==> config.mk <==
export PLATFORM = sky130hd
export DESIGN_NAME = lu_interlock
export DESIGN_NICKNAME = d
export VERILOG_FILES = /design/src/rtl/lu_pkg.sv /design/src/rtl/lu_tracker.sv /design/src/rtl/lu_src_match.sv /design/src/rtl/lu_operand_path.sv /design/src/rtl/lu_interlock.sv
export SDC_FILE = /design/constraint.sdc
export NUM_CORES = 1
export LEC_CHECK = 0
export BUFFER_PORTS_ARGS = -buffer_cell sky130_fd_sc_hd__buf_2
export CAP_MARGIN = 20
export CORE_MARGIN = 4
export CORE_UTILIZATION = 40
export CTS_BUF_LIST = sky130_fd_sc_hd__clkbuf_16
export DETAILED_ROUTE_END_ITERATION = 6
export MAX_ROUTING_LAYER = met4
export PLACE_DENSITY = 0.81
export SLEW_MARGIN = 10
export SYNTH_ARGS = -nofsm -noshare
export SYNTH_HDL_FRONTEND = slang
export SYNTH_SLANG_ARGS = --single-unit
==> constraint.sdc <==
create_clock -name clk -period 2.44 [get_ports clk]
set_clock_uncertainty 0.1 [all_clocks]
set_input_delay 0.122 -clock clk [delete_from_list [all_inputs] [get_ports clk]]
set_output_delay 0.122 -clock clk [all_outputs]
set_load 0.02 [all_outputs]
==> src/rtl/lu_pkg.sv <==
package lu_pkg;

    // Number of load ages tracked. Loads older than this are in the register file.
    localparam int LU_AGES = 3;

    // Operand source per port.
    typedef enum logic [1:0] {
        SEL_RF   = 2'b00,
        SEL_FWD  = 2'b01,
        SEL_HOLD = 2'b10
    } byp_sel_e;

    // Decision for one source port.
    typedef struct packed {
        logic     stall;
        byp_sel_e sel;
    } lu_dec_t;

    // hit[0] is age 1 (youngest). The youngest match decides.
    function automatic lu_dec_t lu_resolve(input logic [LU_AGES-1:0] hit,
                                           input logic fwd);
        lu_dec_t d;
        d.stall = 1'b0;
        d.sel   = SEL_RF;
        if (hit[0]) begin
            d.stall = 1'b1;
        end else if (hit[1]) begin
            if (fwd) d.sel   = SEL_FWD;
            else     d.stall = 1'b1;
        end else if (hit[2]) begin
            d.sel = SEL_HOLD;
        end
        return d;
    endfunction

endpackage

==> src/rtl/lu_tracker.sv <==
module lu_tracker
    import lu_pkg::*;
#(
    parameter int RW = 5
) (
    input  logic                       clk,
    input  logic                       rst,
    input  logic                       push,
    input  logic [RW-1:0]              push_dst,
    output logic [LU_AGES-1:0]         trk_valid,
    output logic [LU_AGES-1:0][RW-1:0] trk_dst
);

    // Stage 0 takes an issuing load; a stall pushes a bubble.
    always_ff @(posedge clk) begin
        if (rst) begin
            trk_valid[0] <= 1'b0;
            trk_dst[0]   <= '0;
        end else begin
            trk_valid[0] <= push;
            trk_dst[0]   <= push_dst;
        end
    end

    // Later stages age by one every cycle, stalled or not.
    for (genvar i = 1; i < LU_AGES; i++) begin : g_age
        always_ff @(posedge clk) begin
            if (rst) begin
                trk_valid[i] <= 1'b0;
                trk_dst[i]   <= '0;
            end else begin
                trk_valid[i] <= trk_valid[i-1];
                trk_dst[i]   <= trk_dst[i-1];
            end
        end
    end

endmodule

==> src/rtl/lu_src_match.sv <==
module lu_src_match
    import lu_pkg::*;
#(
    parameter int RW = 5
) (
    input  logic [RW-1:0]              src,
    input  logic                       src_use,
    input  logic [LU_AGES-1:0]         trk_valid,
    input  logic [LU_AGES-1:0][RW-1:0] trk_dst,
    output logic [LU_AGES-1:0]         age_hit
);

    for (genvar a = 0; a < LU_AGES; a++) begin : g_cmp
        assign age_hit[a] = src_use && trk_valid[a] && (trk_dst[a] == src);
    end

endmodule

==> src/rtl/lu_operand_path.sv <==
module lu_operand_path
    import lu_pkg::*;
#(
    parameter int NSRC = 2,
    parameter int DW   = 32
) (
    input  logic                     clk,
    input  logic                     rst,
    input  logic                     capture,
    input  logic [DW-1:0]            ld_rdata,
    input  logic [NSRC-1:0][DW-1:0]  rf_rdata,
    input  byp_sel_e                 sel [NSRC],
    output logic [NSRC-1:0][DW-1:0]  opnd
);

    logic [DW-1:0] hold_q;

    // Holding register: load data one cycle after it returns.
    always_ff @(posedge clk) begin
        if (rst)          hold_q <= '0;
        else if (capture) hold_q <= ld_rdata;
    end

    for (genvar p = 0; p < NSRC; p++) begin : g_mux
        always_comb begin
            unique case (sel[p])
                SEL_FWD:  opnd[p] = ld_rdata;
                SEL_HOLD: opnd[p] = hold_q;
                default:  opnd[p] = rf_rdata[p];
            endcase
        end
    end

endmodule

==> src/rtl/lu_interlock.sv <==
module lu_interlock
    import lu_pkg::*;
#(
    parameter int NSRC = 2,
    parameter int RW   = 5,
    parameter int DW   = 32
) (
    input  logic                    clk,
    input  logic                    rst,
    input  logic                    fwd_en,
    input  logic                    dec_valid,
    input  logic                    dec_is_load,
    input  logic [RW-1:0]           dec_dst,
    input  logic [NSRC-1:0][RW-1:0] dec_src,
    input  logic [NSRC-1:0]         dec_src_use,
    input  logic [NSRC-1:0][DW-1:0] rf_rdata,
    input  logic [DW-1:0]           ld_rdata,
    output logic                    stall,
    output logic [NSRC-1:0][1:0]    byp_sel,
    output logic [NSRC-1:0][DW-1:0] opnd
);

    localparam int DATA_AGE_IDX = 1;

    logic [LU_AGES-1:0]         trk_valid;
    logic [LU_AGES-1:0][RW-1:0] trk_dst;
    logic [NSRC-1:0]            port_stall;
    byp_sel_e                   port_sel [NSRC];
    logic                       push;

    // A load enters tracking only in the cycle it actually issues.
    assign push = dec_valid && dec_is_load && !stall;

    lu_tracker #(.RW(RW)) u_trk (
        .clk       (clk),
        .rst       (rst),
        .push      (push),
        .push_dst  (dec_dst),
        .trk_valid (trk_valid),
        .trk_dst   (trk_dst)
    );

    for (genvar p = 0; p < NSRC; p++) begin : g_port
        logic [LU_AGES-1:0] hit;
        lu_dec_t            dec;

        lu_src_match #(.RW(RW)) u_match (
            .src       (dec_src[p]),
            .src_use   (dec_src_use[p]),
            .trk_valid (trk_valid),
            .trk_dst   (trk_dst),
            .age_hit   (hit)
        );

        assign dec           = lu_resolve(hit, fwd_en);
        assign port_stall[p] = dec.stall;
        assign port_sel[p]   = dec.sel;
        assign byp_sel[p]    = dec.sel;
    end

    assign stall = dec_valid && (|port_stall);

    lu_operand_path #(.NSRC(NSRC), .DW(DW)) u_opnd (
        .clk      (clk),
        .rst      (rst),
        .capture  (trk_valid[DATA_AGE_IDX]),
        .ld_rdata (ld_rdata),
        .rf_rdata (rf_rdata),
        .sel      (port_sel),
        .opnd     (opnd)
    );

endmodule

=== Word-level counts from Yosys, hierarchy flattened ===
Cells that the tools add are included.

* Add/subtract/negate cells: 0
* Multiply operators: 0
* Divide/modulo/power cells: 0
* Magnitude comparators: 0
* Equal/unequal tests: 10
* Shift operators: 0
* Mux-type cells: 14
* Bitwise logic cells: 0
* Reduce and logical (&&, ||, !) cells: 17

{| class="wikitable"
|+ Operator list
! cell !! count
|-
| 32-bit one-hot mux with 2 select lines || 2
|-
| 5-bit == test || 6
|-
| 1-bit logical AND || 15
|-
| 2-bit 2-to-1 mux || 6
|-
| 1-bit 2-to-1 mux || 6
|-
| 2-bit by 1-bit == test with 1-bit output, second input constant || 2
|-
| 2-bit == test, second input constant || 2
|-
| 2-bit OR reduction || 1
|-
| 1-bit logical NOT || 1
|}

* Bits in registers: 50
* Bits in latches: 0
* RAM bits: 0
* Bits in read-only memories: 0
* Input bits: 118
* Output and inout bits: 69
* Word-level logic and storage cells: 48
* Memories: 0

=== Logic depth before layout (Yosys ltp) ===
* Depth in word-level cells: 8
* Gate-level depth with buffers: 9
* Depth with buffers taken out: 7

=== By module ===
A second synthesis with hierarchy kept.

* Cell total of the unflattened synthesis: 424
* Area, all modules: 3,352.0 sq um

{| class="wikitable"
|+ Modules (own cells, without submodules)
! module !! instances !! cells an instance !! area each (sq um) !! seq. area each (sq um)
|-
| lu_operand_path || 1 || 329 || 2,452.4 || 640.6
|-
| lu_tracker || 1 || 37 || 489.2 || 360.3
|-
| lu_src_match || 2 || 24 || 176.4 || 0.0
|-
| lu_interlock || 1 || 10 || 57.6 || 0.0
|}

=== Worst setup path after synthesis ===
No wires, ideal clock.

* Kind: register -> output
* Start point: register u_trk.trk_dst[14] (netlist name)
* End point: output port opnd[10] (netlist name)
* Arrival: 2.666 ns
* Data required time: 2.218 ns
* Slack: -0.448 ns
* Cell stages (with the launch flop): 9
* Buffers on the path: 1
* Cell sequence: dfxtp_1 -> xor2_1 -> nor4_2 -> nand4_1 -> nor3b_1 -> ha_1 -> clkbuf_1 -> a22oi_1 -> o21ai_0

{| class="wikitable"
|+ RTL lines
! element !! RTL line !! text
|-
| start, declared || lu_tracker.sv:11 || <nowiki>output logic [LU_AGES-1:0][RW-1:0] trk_dst</nowiki>
|-
| start signal, assigned by index || lu_tracker.sv:33 || <nowiki>trk_dst[i] <= trk_dst[i-1];</nowiki>
|-
| end, declared || lu_interlock.sv:20 || <nowiki>output logic [NSRC-1:0][DW-1:0] opnd</nowiki>
|}

==> results summary <==
The flow ran to the end, but the final reports show violations. The checks that failed: setup timing. The largest vdd supply drop came out at 0.000371 V.

The share of the synthesized area in the top cell type is 0.309. The count of input and output buffers came out at 186. Setup repair after global routing could not meet its margin everywhere. The total track usage came out at 0.269. dfxtp_1 takes more of the synthesized area than any other cell. The detailed-router iteration count before antenna repair came out at 5. The sequential-to-total area share from yosys stat came out at 0.309. The per-instance average area after synthesis is 7.66 µm². STA puts the critical path data required time at 2.22 ns. The overall overflow remaining after global route is 0.

The core area is 7810 µm². The actual slew at the worst max-slew pin came out at 0.949 ns. The cell count after synthesis came out at 423. The number of warnings printed during yosys synthesis came out at 0. The clock reaches the later pin of the worst-skew pair after 0.29 ns.

The share of the core filled with cells in the final layout came out at 0.823. The share of total power in combinational logic is 0.255. The switching power total is 629 µW. After layout, the worst setup slack is -0.415 ns.

The tree is rooted in a clkbuf_16. Routability-driven placement finished with a final weighted congestion of 0.952. The standard-cell row count is 32. The die is 98.0 µm tall. The startpoint-to-endpoint class of the critical path is register to output port. The total DRC errors in the routed layout is 0. Counting every sink on the clock net gives 50. The worst endpoint data arrival time came out at 2.63 ns.

Timing analysis after detailed placement gives a worst setup slack of -0.0624 ns. The post-synthesis sequential element count is 50. STA classifies the critical path endpoint as an output port.

Setup violations remaining at the end of the flow were counted as 64. The depth of the CTS H-tree is 2. The area of the die is 9600 µm². The cell leakage power came out at 2.59 nW. Subtracting the final worst setup slack from the clock period gives 2.86 ns.

The final hold violation count was 0. The final clock period utilization by the worst path came out at 1.17. Measured along the x axis, the die boundary spans 98.0 µm. The via count is 4422. The final max-slew violation count was 0. The type of the tightest min-delay check is input pin to register. The clock buffer count from CTS came out at 5. The clock network power share is 0.356.

The highest fanout seen on the critical path is 26. The final total negative setup slack came out at -18.68 ns. The biggest cell delay along the critical path is 0.43 ns.

The antenna diode instance count is 0. By area the synthesized netlist is led by dfxtp_1 31%, a22oi_1 15%, mux2i_1 9.9%, o21ai_0 9.9%, nand2_1 7.6%. The relative area change from synthesis to final layout came out at 98.3%. The share of cells above drive strength 1 came out at 0.613. The wire length of the first global-routing pass came out at 20.6 mm. The count of placed standard cells in the final layout, fillers left out came out at 742. The placed wire-length estimate after detailed placement came out at 7.98 mm.

The slowest stage of the critical path belongs to the cell or3b_4. For this run, the top clock speed supported by timing is 350 MHz. The number of nets handed over by synthesis was 545.

Walking the worst path, the cells encountered are xor2_1, nor4_2, nand4_1, or3b_4, ha_4, buf_12, nand2_1, o21ai_1, buf_4. Pin placement for this block handled 187 I/O pins. The distinct cell type count of the synthesized netlist came out at 28. The overall routed net length came out at 16.2 mm.

The area of the mapped netlist is 3240 µm². The post-layout total power is 2.22 mW. The internal power of the cells totals 1.59 mW.

The critical path startpoint category is a register. The count of max-cap constraint violations is 0. The post-placement cell count is 696. The number of antenna violations at the first check in global routing came to 0. The largest net degree at the start of global routing is 51. The first routing iteration left 207 violations.

In the layout the commonest cells are 122 x buf_2, 57 x buf_6, 46 x a22oi_2, 45 x dfxtp_1, 35 x nand2_1. The most common cell after layout, fill and taps aside is buf_2. Headroom to the max-slew limit came out at 0.367. The net count of the finished layout is 761. The portion of total power attributed to sequential cells is 0.389. The via-per-instance ratio came out at 5.96. In this run the deepest clock path goes through 2 buffers. The net switching share of the total power is 0.283. The CTS tree is done. The number of global-route vias before repair came out at 4251. The average routed wire per standard cell is 21.8 µm. The clock-pin slew on the worst setup and hold paths came out at 0.07 ns.

The effective utilization at floorplan is 0.415. In this run the remaining antenna-violating nets after routing total 0. The power density normalized to cell area is 346 nW/µm².
-- cell usage after synthesis --
| cell type | number |
|---|---|
| xor2_1 | 18 |
| nand3_1 | 2 |
| buf_2 | 4 |
| nor4_2 | 1 |
| dfxtp_1 | 50 |
| nand4_1 | 6 |
| ha_1 | 4 |
| inv_1 | 1 |
| nor3_1 | 2 |
| nor4_1 | 3 |
| or3b_1 | 1 |
| nand2_1 | 66 |
| and3_1 | 3 |
| o22a_1 | 1 |
| xnor2_1 | 12 |
| nor2b_1 | 17 |
| or3_1 | 3 |
| a31oi_1 | 1 |
| nand3b_1 | 1 |
| mux2i_1 | 32 |
| o22ai_1 | 1 |
| and4_1 | 1 |
| o21ai_0 | 64 |
| nor3b_1 | 1 |
| a22oi_1 | 64 |
| nor2_1 | 32 |
| clkbuf_1 | 31 |
| nor4bb_1 | 1 |
-- power groups by stage --
| stage | clock, mW | combinational, mW | sequential, mW |
|---|---|---|---|
| 2_1_floorplan | 0 | 0.208 | 0.872 |
| 3_3_place_gp | 0 | 0.387 | 0.876 |
| 3_5_place_dp | 0 | 0.396 | 0.877 |
| 4_1_cts | 0.783 | 0.491 | 0.861 |
| 5_1_grt | 0.827 | 0.599 | 0.866 |
| 6_report | 0.790 | 0.567 | 0.864 |
-- worst paths after layout --
check        cells past startpoint  slack, ns               from                  to
min reg2reg                      1       0.41   u_trk.trk_dst[1]    u_trk.trk_dst[6]
min                              3       0.01          dec_valid  u_trk.trk_valid[0]
max reg2reg                      6       0.65   u_trk.trk_dst[2]  u_trk.trk_valid[0]
max                              9      -0.42  u_trk.trk_dst[14]            opnd[22]
-- area by class of cell --
cell class	instances	area, µm²
multi-input combinational	337	2960
timing repair buffer	244	2160
fill	418	1380
sequential	50	1010
tap	102	128
clock buffer	5	125
clock inverter	3	40.0
inverter	1	3.75
-- metal layers --
layer,GRT usage,up-vias,wire (µm)
met5,-,-,0
met4,0.100,0,674
met3,0.0329,71,1010
met2,0.496,265,8650
met1,0.292,2122,5820
li1,-,1964,-
-- cell families (layout without fill, tap and decap cells) --
logic type | after synthesis | after routing | share of synthesized area
simple gates | 140 | 140 | 0.199
compound gates | 131 | 131 | 0.254
flops | 50 | 50 | 0.309
buf+inv | 36 | 253 | 0.0433
mux | 32 | 32 | 0.0989
xor+xnor | 30 | 30 | 0.0811
fa+ha+maj | 4 | 4 | 0.0155
-- flip-flops by register name, summed over array words and instances, names as in the netlist --
register / flops
u_opnd.hold_q: 32
u_trk.trk_dst: 15
u_trk.trk_valid: 3
-- critical path, delay by kind of cell, from the launching register on --
kind | cells | cell delay [ns]
AOI/OAI and AO/OA | 1 | 0.13
xor gates and xnor gates | 1 | 0.16
adders and majority gates | 1 | 0.34
buffers and inverters | 2 | 0.37
DFF | 1 | 0.33
and+or+nand+nor | 4 | 1.03
-- per-stage QoR --
step	cell area, µm²	hold WS, ns
after floorplan	3300	0.150
after global placement	4490	0.230
after detailed placement	4490	0.236
after CTS	5710	0.00898
after global routing	6420	0.0251
final	6420	0.0102
-- what timing repair did --
| item | 4_1_cts | 5_1_grt |
|---|---|---|
| hold buffers | 6 | 0 |
| pin swaps | 35 | 51 |
| endpoints found under the setup margin | 64 | 64 |
| endpoints found under the hold margin | 6 | 0 |
| setup buffers | 13 | 4 |
| cloned | 5 | 10 |
| gates resized for setup | 202 | 104 |
Power figures use the tool's default switching activity.
